$ cat src/rtl/lax_pkg.sv
package lax_pkg;

   localparam logic [5:0] OPC_ADDHI = 6'h09;
   localparam logic [5:0] OPC_LDB   = 6'h0a;
   localparam logic [5:0] OPC_LDQU  = 6'h0b;
   localparam logic [5:0] OPC_LDW   = 6'h0c;
   localparam logic [5:0] OPC_LDL   = 6'h2a;
   localparam logic [5:0] OPC_LDQ   = 6'h2b;

   typedef enum logic [1:0] {
      SZ_BYTE = 2'd0,
      SZ_WORD = 2'd1,
      SZ_LONG = 2'd2,
      SZ_QUAD = 2'd3
   } lax_size_e;

   typedef struct packed {
      logic      legal;
      logic      addhi;
      logic      mem;
      logic      align;
      logic      sext;
      lax_size_e size;
   } lax_ctl_t;

endpackage

$ cat src/rtl/lax_decode.sv
module lax_decode
   import lax_pkg::*;
(
   input  logic [5:0] opcode,
   output lax_ctl_t   ctl
);

   always_comb begin
      ctl = '{legal: 1'b0, addhi: 1'b0, mem: 1'b0, align: 1'b0,
              sext: 1'b0, size: SZ_BYTE};
      unique case (opcode)
         OPC_ADDHI: begin
            ctl.legal = 1'b1;
            ctl.addhi = 1'b1;
         end
         OPC_LDB: begin
            ctl.legal = 1'b1;
            ctl.mem   = 1'b1;
            ctl.size  = SZ_BYTE;
         end
         OPC_LDW: begin
            ctl.legal = 1'b1;
            ctl.mem   = 1'b1;
            ctl.size  = SZ_WORD;
         end
         OPC_LDL: begin
            ctl.legal = 1'b1;
            ctl.mem   = 1'b1;
            ctl.sext  = 1'b1;
            ctl.size  = SZ_LONG;
         end
         OPC_LDQ: begin
            ctl.legal = 1'b1;
            ctl.mem   = 1'b1;
            ctl.size  = SZ_QUAD;
         end
         OPC_LDQU: begin
            ctl.legal = 1'b1;
            ctl.mem   = 1'b1;
            ctl.align = 1'b1;
            ctl.size  = SZ_QUAD;
         end
         default: ;
      endcase
   end

endmodule

$ cat src/rtl/lax_addr.sv
module lax_addr #(
   parameter int XLEN     = 64,
   parameter int DISP_W   = 16,
   parameter int HI_SHIFT = 16
) (
   input  logic [XLEN-1:0]   base,
   input  logic [DISP_W-1:0] disp,
   input  logic              align,
   output logic [XLEN-1:0]   ea,
   output logic [XLEN-1:0]   hi_sum
);

   localparam int BYTES  = XLEN / 8;
   localparam int ALIGNB = $clog2(BYTES);

   logic [XLEN-1:0] disp_x;
   logic [XLEN-1:0] sum;
   logic [XLEN-1:0] align_mask;

   assign disp_x = {{(XLEN-DISP_W){disp[DISP_W-1]}}, disp};
   assign sum    = base + disp_x;
   assign hi_sum = base + (disp_x << HI_SHIFT);

   genvar b;
   generate
      for (b = 0; b < XLEN; b++) begin : g_mask
         if (b < ALIGNB) begin : g_low
            assign align_mask[b] = ~align;
         end else begin : g_high
            assign align_mask[b] = 1'b1;
         end
      end
   endgenerate

   assign ea = sum & align_mask;

endmodule

$ cat src/rtl/lax_extract.sv
module lax_extract
   import lax_pkg::*;
#(
   parameter int XLEN = 64
) (
   input  logic [XLEN-1:0]            rdata,
   input  logic [$clog2(XLEN/8)-1:0] off,
   input  lax_size_e                 size,
   input  logic                      sext,
   output logic [XLEN-1:0]           value
);

   localparam int OFF_W = $clog2(XLEN/8);
   localparam int NB    = XLEN / 8;
   localparam int NW    = XLEN / 16;
   localparam int NL    = XLEN / 32;

   logic [7:0]  byte_lane [NB];
   logic [15:0] word_lane [NW];
   logic [31:0] long_lane [NL];

   genvar i;
   generate
      for (i = 0; i < NB; i++) begin : g_b
         assign byte_lane[i] = rdata[8*i +: 8];
      end
      for (i = 0; i < NW; i++) begin : g_w
         assign word_lane[i] = rdata[16*i +: 16];
      end
      for (i = 0; i < NL; i++) begin : g_l
         assign long_lane[i] = rdata[32*i +: 32];
      end
   endgenerate

   logic [7:0]  sel_b;
   logic [15:0] sel_w;
   logic [31:0] sel_l;

   assign sel_b = byte_lane[off];
   assign sel_w = word_lane[off[OFF_W-1:1]];
   assign sel_l = long_lane[off[OFF_W-1:2]];

   always_comb begin
      unique case (size)
         SZ_BYTE: value = {{(XLEN-8){sext & sel_b[7]}}, sel_b};
         SZ_WORD: value = {{(XLEN-16){sext & sel_w[15]}}, sel_w};
         SZ_LONG: value = {{(XLEN-32){sext & sel_l[31]}}, sel_l};
         default: value = rdata;
      endcase
   end

endmodule

$ cat src/rtl/load_agu_ext.sv
module load_agu_ext
   import lax_pkg::*;
#(
   parameter int XLEN     = 64,
   parameter int DISP_W   = 16,
   parameter int HI_SHIFT = 16
) (
   input  logic              clk,
   input  logic              rst_n,
   input  logic              in_valid,
   input  logic [5:0]        opcode,
   input  logic [XLEN-1:0]   base,
   input  logic [DISP_W-1:0] disp,
   input  logic [XLEN-1:0]   rdata,
   output logic              out_valid,
   output logic [XLEN-1:0]   ea,
   output logic [1:0]        rd_size,
   output logic              mem_rd,
   output logic              wb_en,
   output logic [XLEN-1:0]   wb_data,
   output logic              illegal
);

   localparam int OFF_W = $clog2(XLEN/8);

   initial begin
      if (XLEN < 64 || (XLEN & (XLEN-1)) != 0)
         $error("load_agu_ext: XLEN must be a power of two of at least 64");
      if (DISP_W < 2 || DISP_W > XLEN)
         $error("load_agu_ext: DISP_W out of range");
      if (HI_SHIFT < 0 || HI_SHIFT >= XLEN)
         $error("load_agu_ext: HI_SHIFT out of range");
   end

   lax_ctl_t        ctl;
   logic [XLEN-1:0] ea_c;
   logic [XLEN-1:0] hi_c;
   logic [XLEN-1:0] ext_c;
   logic [XLEN-1:0] wb_c;

   lax_decode u_dec (
      .opcode (opcode),
      .ctl    (ctl)
   );

   lax_addr #(
      .XLEN     (XLEN),
      .DISP_W   (DISP_W),
      .HI_SHIFT (HI_SHIFT)
   ) u_addr (
      .base   (base),
      .disp   (disp),
      .align  (ctl.align),
      .ea     (ea_c),
      .hi_sum (hi_c)
   );

   lax_extract #(
      .XLEN (XLEN)
   ) u_ext (
      .rdata (rdata),
      .off   (ea_c[OFF_W-1:0]),
      .size  (ctl.size),
      .sext  (ctl.sext),
      .value (ext_c)
   );

   always_comb begin
      if (!ctl.legal)     wb_c = '0;
      else if (ctl.addhi) wb_c = hi_c;
      else                wb_c = ext_c;
   end

   always_ff @(posedge clk or negedge rst_n) begin
      if (!rst_n) begin
         out_valid <= 1'b0;
         mem_rd    <= 1'b0;
         wb_en     <= 1'b0;
         illegal   <= 1'b0;
         ea        <= '0;
         rd_size   <= 2'd0;
         wb_data   <= '0;
      end else begin
         out_valid <= in_valid;
         mem_rd    <= in_valid & ctl.mem;
         wb_en     <= in_valid & ctl.legal;
         illegal   <= in_valid & ~ctl.legal;
         if (in_valid) begin
            ea      <= ea_c;
            rd_size <= ctl.size;
            wb_data <= wb_c;
         end
      end
   end

endmodule

$ cat config.mk
export PLATFORM = sky130hd
export DESIGN_NAME = load_agu_ext
export DESIGN_NICKNAME = d
export VERILOG_FILES = /design/src/rtl/lax_pkg.sv /design/src/rtl/lax_decode.sv /design/src/rtl/lax_addr.sv /design/src/rtl/lax_extract.sv /design/src/rtl/load_agu_ext.sv
export SDC_FILE = /design/constraint.sdc
export NUM_CORES = 1
export LEC_CHECK = 0
export ABC_AREA = 1
export BUFFER_PORTS_ARGS = -buffer_cell sky130_fd_sc_hd__buf_2
export CAP_MARGIN = 15
export CORE_MARGIN = 4
export CORE_UTILIZATION = 30
export DETAILED_ROUTE_END_ITERATION = 16
export SETUP_SLACK_MARGIN = 0.4
export SLEW_MARGIN = 20
export SYNTH_ARGS = -nofsm -noshare
export SYNTH_HDL_FRONTEND = slang
export SYNTH_SLANG_ARGS = --single-unit
$ cat constraint.sdc
create_clock -name clk -period 0.8 [get_ports clk]
set_clock_uncertainty 0.2 [all_clocks]
set_input_delay 0.04 -clock clk [delete_from_list [all_inputs] [get_ports clk]]
set_output_delay 0.04 -clock clk [all_outputs]
set_load 0.02 [all_outputs]
Word level (Yosys, flattened, before mapping) --
Index checks and enable logic that the tools add are counted. W data, S select, Z words.
Storage, ports and cells: register bits after elaboration 134, output and inout port bits 134, word-level logic and storage cells 54
Operators by class: add/sub/neg operators 2, order comparisons 3, equality and inequality tests 8, multiplexer cells 18, bitwise logic cells 12, reduce and logical (&&, ||, !) cells 4
Operators with widths (count):
- $pmux W64 S3 | 1
- $add A64 B64 Y64 | 2
- $mux W64 | 2
- $mux W32 | 3
- $and A64 B64 Y64 | 1
- $bmux W16 S2 | 1
- $mux W16 | 2
- $bmux W8 S3 | 1
- $eq A6 B4 Y1 const B | 4
- $mux W8 | 2
- $eq A6 B6 Y1 const B | 2
- $and A1 B1 Y1 | 6
- $pmux W2 S3 | 1
- $reduce_or A6 Y1 | 1
- $mux W1 | 5
- $reduce_or A5 Y1 | 1
- $ge A4 B4 Y1 const B | 1
- $not A3 Y4 | 1
- $ge A3 B3 Y1 const B | 1
- $not A2 Y3 | 1
- $eq A2 B1 Y1 const B | 1
- $eq A2 B2 Y1 const B | 1
- $ge A2 B2 Y1 const B | 1
- $logic_not A2 Y1 | 1
- other kinds (3) | 4

Longest topological paths before layout --
Gate-level depths: netlist (run 1).
depth after elaboration 12, depth in mapped cells 16, mapped depth without buffers 16

Modules after synthesis --
From an unflattened synthesis (run 1), not the netlist that was laid out.
Second synthesis, totals: cells, all modules 3084, area total of the unflattened synthesis 16866.2 um^2
By module, submodules not included:
- lax_addr | times used 1, cells an instance 1690, area each 7846.3 um^2, seq. area each 0.0 um^2
- load_agu_ext | times used 1, cells an instance 829, area each 6144.6 um^2, seq. area each 3353.2 um^2
- lax_extract | times used 1, cells an instance 540, area each 2751.4 um^2, seq. area each 0.0 um^2
- lax_decode | times used 1, cells an instance 25, area each 123.9 um^2, seq. area each 0.0 um^2

Least setup slack after synthesis (run 1) --
OpenSTA, ideal clock, no wires.
path kind input port to flip-flop, start input port base[0], end register wb_data[29], setup time 66 ps, arrival time 1926 ps, required time 534 ps, slack -1392 ps, stages 13, path buffers 2, cells stage by stage ha_1 -> fa_1 -> inv_1 -> nand2_1 -> nand2_2 -> nand2_2 -> buf_6 -> buf_2 -> nor2_2 -> nor2_1 -> o31ai_1 -> nand3_1 -> nand2_1
Between the ends: cells in the longest elaborated chain, start to end 10, elaborated cells between the ends (all ways) 20
RTL lines:
- start: declaration | RTL line load_agu_ext.sv:12 | input logic [XLEN-1:0] base,
- $add A64 B64 Y64 | RTL line lax_addr.sv:21 | assign sum = base + disp_x;
- $and A64 B64 Y64 | RTL line lax_addr.sv:35 | assign ea = sum & align_mask;
- $not A3 Y4 (not written as such) / $not A2 Y3 (equally long branches) | RTL line lax_extract.sv:39, lax_extract.sv:40
- $bmux W8 S3 / $bmux W16 S2 (equally long branches) | RTL line lax_extract.sv:39, lax_extract.sv:40
- $mux W8 (not written as such) / $mux W16 (equally long branches) (2 in series) | RTL line lax_extract.sv:39, lax_extract.sv:40
- $and A1 B1 Y1 (on tied branches) | RTL line lax_extract.sv:45, lax_extract.sv:46
- $pmux W64 S3 | RTL line lax_extract.sv:44 | unique case (size)
- $mux W64 (*) | RTL line load_agu_ext.sv:70 | else if (ctl.addhi) wb_c = hi_c;
- $mux W64 (*) | RTL line load_agu_ext.sv:69 | if (!ctl.legal) wb_c = '0;
- end signal: assignment | RTL line load_agu_ext.sv:91 | wb_data <= wb_c;
- end: declaration | RTL line load_agu_ext.sv:20 | output logic [XLEN-1:0] wb_data,
Every way passes the cells marked *; elsewhere a longest branch is shown, timed or not. The select of a mux whose other input is x is not followed. A chain may end at the register's enable or synchronous reset.

Worst setup path in the final report (run 1) --
start input port base[0], end register ea[54]
Between the ends: cells in the longest elaborated chain, start to end 2
RTL lines:
- $add A64 B64 Y64 | RTL line lax_addr.sv:21
- $and A64 B64 Y64 | RTL line lax_addr.sv:35
- end signal: assignment | RTL line load_agu_ext.sv:80 | ea <= '0;
- end signal: assignment | RTL line load_agu_ext.sv:89 | ea <= ea_c;
- end: declaration | RTL line load_agu_ext.sv:16 | output logic [XLEN-1:0] ea,
Every way passes these cells.

==> results of run 1 <==
metrics by stage:
step                      area, sq um  total power [W]  hold slack, ns
final                           30100           0.0374          -0.781
after global routing            30100           0.0391          -0.785
after CTS                       28300           0.0355          -0.788
after detailed placement        23300           0.0234          -0.232
after global placement          23300           0.0234          -0.233
after floorplan                 17400           0.0162          -0.456
worst paths after layout:
path | start | end | slack [ns] | cells after the start
worst max-delay path | base[0] | ea[54] | -1.05 | 16
max in group asynchronous | rst_n | wb_data[1] | 0.77 | 3
worst max register to register | wb_data[12] | wb_data[12] | -0.29 | 4
min in group clk | in_valid | out_valid | -0.29 | 2
worst min-delay path | rst_n | ea[42] | -0.78 | 2
worst min register to register | wb_data[55] | wb_data[55] | 0.30 | 2
sequential cells by signal, indices dropped and copies added, names as in the netlist:
register and count:
ea 64, wb_data 64, rd_size 2, illegal 1, mem_rd 1, out_valid 1, wb_en 1
worst reg2reg max path: stages, from the launching register on:
cell     delay, ns
dfrtp_2       0.41
buf_4         0.13
buf_4         0.13
nand2_1       0.07
nand2_1       0.05
logic make-up after synthesis:
family / synth area share (%)
fa+ha+maj: 6.56
xor+xnor: 1.87
simple gates: 47.4
buf+inv: 14.2
flops: 21.7
compound gates: 8.30
metal layers:
| layer | wire length [um] | track usage (%) |
|---|---|---|
| met2 | 41300 | 49.9 |
| met1 | 36300 | 38.1 |
| met3 | 5910 | 5.47 |
| met5 | 0 | 0 |
| met4 | 5590 | 15.9 |
repair_timing:
action	in CTS	in global routing
setup endpoints to repair	267	267
hold endpoints to repair	243	220
pin swaps	293	347
cloned	12	1
gates resized for setup	978	378
buffers inserted	83	54
power breakdown:
part | switching [W] | internal (W) | total, W
sequential | 0.000545 | 0.00754 | 0.00808
combinational | 0.0115 | 0.00970 | 0.0212
clock | 0.00394 | 0.00420 | 0.00814
total | 0.0160 | 0.0214 | 0.0374
final cells by class:
class                   count  share of cell area, %
multi-input cells        2165                   49.0
repair buffers            926                   28.3
flip-flops and latches    134                   11.6
inverters                 500                   6.41
well taps                 680                   2.82
clock buffers              19                   1.50
clock inverters            13                  0.369
cells in the final DEF, fill, tap and decap left out, types with 62 or more instances in the layout:
master / instances
buf_4: 461
dfrtp_2: 114
nor2_4: 69
nand2_1: 879
inv_1: 418
o21ai_1: 62
ha_4: 63
inv_2: 68
buf_2: 134
nand2_2: 213
nand3_1: 144
nand3_2: 74
nor2_1: 117
nand2_4: 119
buf_6: 262
==> results.json, run 1 <==
{
  "hold_violations": 224,
  "rows": 83,
  "wire_per_inst_um": 20.1,
  "worstSetupStartpointType": "input port",
  "crit_family": "simple AND/OR/NAND/NOR gates",
  "synth_seq_cells": 134,
  "hpwl_um": 68800,
  "failed_checks": "hold timing, setup timing",
  "dp_slack_ns": -1.65,
  "syn_area_per_cell_sq_um": 5.39,
  "hold_class": "in2async",
  "multi_input_comb_area_sq_um": 14800,
  "cts_buffer_depth": 2,
  "layout_setup_ws_ns": -1.05,
  "fin_cells": 4437,
  "worst_pin_slew_ns": 0.507,
  "antenna_found_initial": 0,
  "syn_nets": 3108,
  "drc": 0,
  "grt_remaining_overflow": 0,
  "die_w_um": 235,
  "seq_area_sq_um": 3500,
  "cts_made_buffers": 17,
  "drtPass1Iterations": 7,
  "final-setup-viol-count": 266,
  "fp.dieArea_sq_um": 55300,
  "die_y_um": 235,
  "synth-warning-count": 0,
  "wirelength_um": 89000,
  "crit_buf_inv": 5,
  "peakVddDrop_v": 0.00192,
  "start_util_pct": 30.3,
  "cp_max_fo": 4,
  "holdWs_ns": -0.781,
  "track_usage_pct": 30.3,
  "dp.cells": 4255,
  "powerDensity_nw_per_um2": 1240,
  "yosys-top-cells-count": "nand2_1, inv_1, nand3_1, nor2_1, dfrtp_1",
  "slowest_delay_ns": 0.42,
  "postSynthCellCount": 2875,
  "yosysMostFrequentCell": "nand2_1",
  "clock_latency_ns": 0.50,
  "synth_ff_type": "dfrtp_1",
  "grt_pass1_wl_um": 128000,
  "grt_max_degree": 49,
  "netlist_area_sq_um": 15500,
  "nFillCells": 4627,
  "criticalPathCategory": "in2reg",
  "max-cap-violations": 0,
  "fin_util_pct": 58.9,
  "setup-tns-final_ns": -178.73,
  "yosys.area.top_type": "nand2_1",
  "status": "finished with violations",
  "end_kind": "register",
  "synth_top_cell_area_share_pct": 29.5,
  "clk_pin_slew_worst_paths_ns": 0.08,
  "cts_max_level": 4,
  "gp_congestion": 1.05,
  "cpMostUsedCell": "buf_6",
  "syn2layout_area_growth_pct": 94.6,
  "cts-root-buf": "clkbuf_16",
  "io_buffers": 286,
  "drive_gt1_share_pct": 52.0,
  "worstPathArrival_ns": 2.09,
  "num_io_pins": 287,
  "synth_edf_count": 0,
  "grt_pass1_vias": 21434,
  "seq_area_frac_synth_pct": 21.7,
  "rsz0062_at_grt": "yes",
  "crit_chain": "buf_8 -> ha_4 -> fa_2 -> buf_4 -> buf_6 -> buf_6 -> nand2_4 -> nand3_4 -> buf_6 -> nand2_2 -> nand3_4 -> nand2_2 -> nand3_1 -> nand2_1 -> nand3_2 -> nand2_1",
  "yosysUniqueCellTypes": 35,
  "final.period_utilization_pct": 231,
  "fin_crit_ns": 1.85,
  "synth_area_leaders": "nand2_1, dfrtp_1, inv_1, nand3_1, ha_1",
  "cts_tree": "done",
  "fmax_ghz": 0.540,
  "via_per_inst": 5.00,
  "ys_async_sr_fraction_pct": 100,
  "slew_headroom_pct": 65.9,
  "vias": 22171,
  "core-area_sq_um": 51200,
  "leakage_nw": 16.0,
  "worst_path_max_delay_cell": "fa_2",
  "antenna_cells": 0,
  "worstPathRequired_ns": 1.04,
  "ant_nets": 0,
  "cts.sinks": 134,
  "drtIter0Drc": 1957,
  "final_nets": 3977,
  "drv_slew": 0
}
(Power assumes the default switching activity.)
==> inputs of run 2 (changes only) <==
--- a/config.mk
+++ b/config.mk
@@ -11,7 +11,7 @@
 export CORE_MARGIN = 4
 export CORE_UTILIZATION = 30
 export DETAILED_ROUTE_END_ITERATION = 16
-export SETUP_SLACK_MARGIN = 0.4
+export SETUP_SLACK_MARGIN = 0.2
 export SLEW_MARGIN = 20
 export SYNTH_ARGS = -nofsm -noshare
 export SYNTH_HDL_FRONTEND = slang
==> results.json, run 2 (same netlist as run 1, synthesis figures left out) <==
{
  "status": "finished with violations",
  "failed_checks": "hold timing, setup timing",
  "cp_max_fo": 4,
  "track_usage_pct": 30.3,
  "grt_pass1_vias": 21433,
  "fmax_ghz": 0.541,
  "worst_pin_slew_ns": 0.485,
  "ant_nets": 0,
  "nFillCells": 4617,
  "powerDensity_nw_per_um2": 1240,
  "cts.sinks": 134,
  "clock_latency_ns": 0.50,
  "holdWs_ns": -0.779,
  "rr_startpoint": "wb_data[12]",
  "layout_common_cells": "nand2_1, buf_4, inv_1",
  "leakage_nw": 16.0,
  "end_kind": "register",
  "die_w_um": 235,
  "via_per_inst": 5.00,
  "syn2layout_area_growth_pct": 94.9,
  "drtPass1Iterations": 6,
  "gp_congestion": 1.05,
  "max-cap-violations": 0,
  "cts_buffer_depth": 2,
  "wl_met1_um": 35900,
  "drtIter0Drc": 1970,
  "fin_util_pct": 59.0,
  "worstSetupStartpointType": "input port",
  "hold_class": "in2async",
  "vias": 22205,
  "reg_top3": "ea (64), wb_data (64), rd_size (2)",
  "grt_pass1_wl_um": 128000,
  "cts_tree": "done",
  "final.period_utilization_pct": 231,
  "worstPathRequired_ns": 1.04,
  "cts_hold_buf": 2,
  "hold_violations": 220,
  "cts-root-buf": "clkbuf_16",
  "die_y_um": 235,
  "rows": 83,
  "antenna_found_initial": 0,
  "fin_crit_ns": 1.85,
  "final_nets": 3977,
  "antenna_cells": 0,
  "drv_slew": 0,
  "num_io_pins": 287,
  "cts_max_level": 4,
  "peakVddDrop_v": 0.00193,
  "fin_cells": 4437,
  "worstPathArrival_ns": 2.08,
  "layout_setup_ws_ns": -1.05,
  "rsz0062_at_grt": "yes",
  "layout_commonest_cell": "nand2_1",
  "drc": 0,
  "clk_pin_slew_worst_paths_ns": 0.08,
  "route.met3.wl_um": 6220,
  "criticalPathCategory": "in2reg",
  "grt_remaining_overflow": 0,
  "power.total_w": 0.0375,
  "fp.dieArea_sq_um": 55300,
  "crit_start": "base[0]",
  "final-setup-viol-count": 266,
  "wl_met2_um": 41400,
  "core-area_sq_um": 51200,
  "io_buffers": 286,
  "dp.cells": 4255,
  "wire_per_inst_um": 20.1,
  "slew_headroom_pct": 67.3,
  "wirelength_um": 89300,
  "drive_gt1_share_pct": 51.7,
  "start_util_pct": 30.3,
  "grt_max_degree": 49,
  "hpwl_um": 68800,
  "cts_made_buffers": 17,
  "top_layer_used": "met4"
}
-- run 2: changes by cell type in the layout (fill, tap and decap cells not counted), sizes merged --
cell         before  now
dlygate4sd3       0    1
buf             925  924
-- run 2: critical path, cell delays in order --
cell	delay (ns)
buf_8	0.11
ha_4	0.17
fa_2	0.42
buf_4	0.15
buf_6	0.10
buf_6	0.13
nand2_4	0.07
nand3_4	0.09
buf_6	0.14
nand2_2	0.07
nand3_4	0.11
nand2_2	0.09
nand3_1	0.07
nand2_1	0.08
nand3_2	0.12
nand2_1	0.10
-- run 2: repair_timing --
item	CTS	global route
pin swaps	293	327
endpoints found under the setup margin	266	270
resized for setup	973	384
buffers inserted	83	54
hold endpoints to repair	239	218
cloned	11	1
-- run 2: through the flow --
step                      instance area (sq um)  hold WS, ns  setup WS, ns  TNS, ns
after CTS                                 28300       -0.788        -0.928  -167.11
after detailed placement                  23300       -0.232         -1.65  -189.46
after global routing                      30200       -0.787         -1.10  -189.73
after global placement                    23300       -0.233         -1.65  -188.43
after floorplan                           17400       -0.456         -1.19  -118.09
final                                     30200       -0.779         -1.05  -179.51
-- run 2: routing by layer --
metal | global-route usage (%) | up-vias
met1 | 38.1 | 10297
met2 | 49.8 | 978
met4 | 15.3 | 0
met5 | 0 | -
li1 | - | 10653
met3 | 5.66 | 277
-- run 2: layout make-up --
class	count	area [sq um]	area share, %
clock buffer	19	453	1.50
clock inverter	13	111	0.369
inverter	500	1930	6.41
multi-input combinational	2165	14800	49.1
sequential	134	3500	11.6
tap	680	851	2.82
timing repair buffer	926	8510	28.2
-- run 2: where the power goes --
part / total (W) / internal, W / switching (W)
registers: 0.00809 / 0.00754 / 0.000549
logic: 0.0212 / 0.00972 / 0.0115
clock network: 0.00813 / 0.00420 / 0.00393
total: 0.0375 / 0.0215 / 0.0160
-- run 2: path summary, 6_finish.rpt --
kind                            slack [ns]           to  cells after the start
worst max-delay path                 -1.05       ea[54]                     16
worst min-delay path                 -0.78       ea[42]                      2
worst max register to register       -0.29  wb_data[12]                      4
worst min register to register        0.30       ea[45]                      2
max in group asynchronous             0.26       ea[24]                      4
min in group clk                     -0.29    out_valid                      2
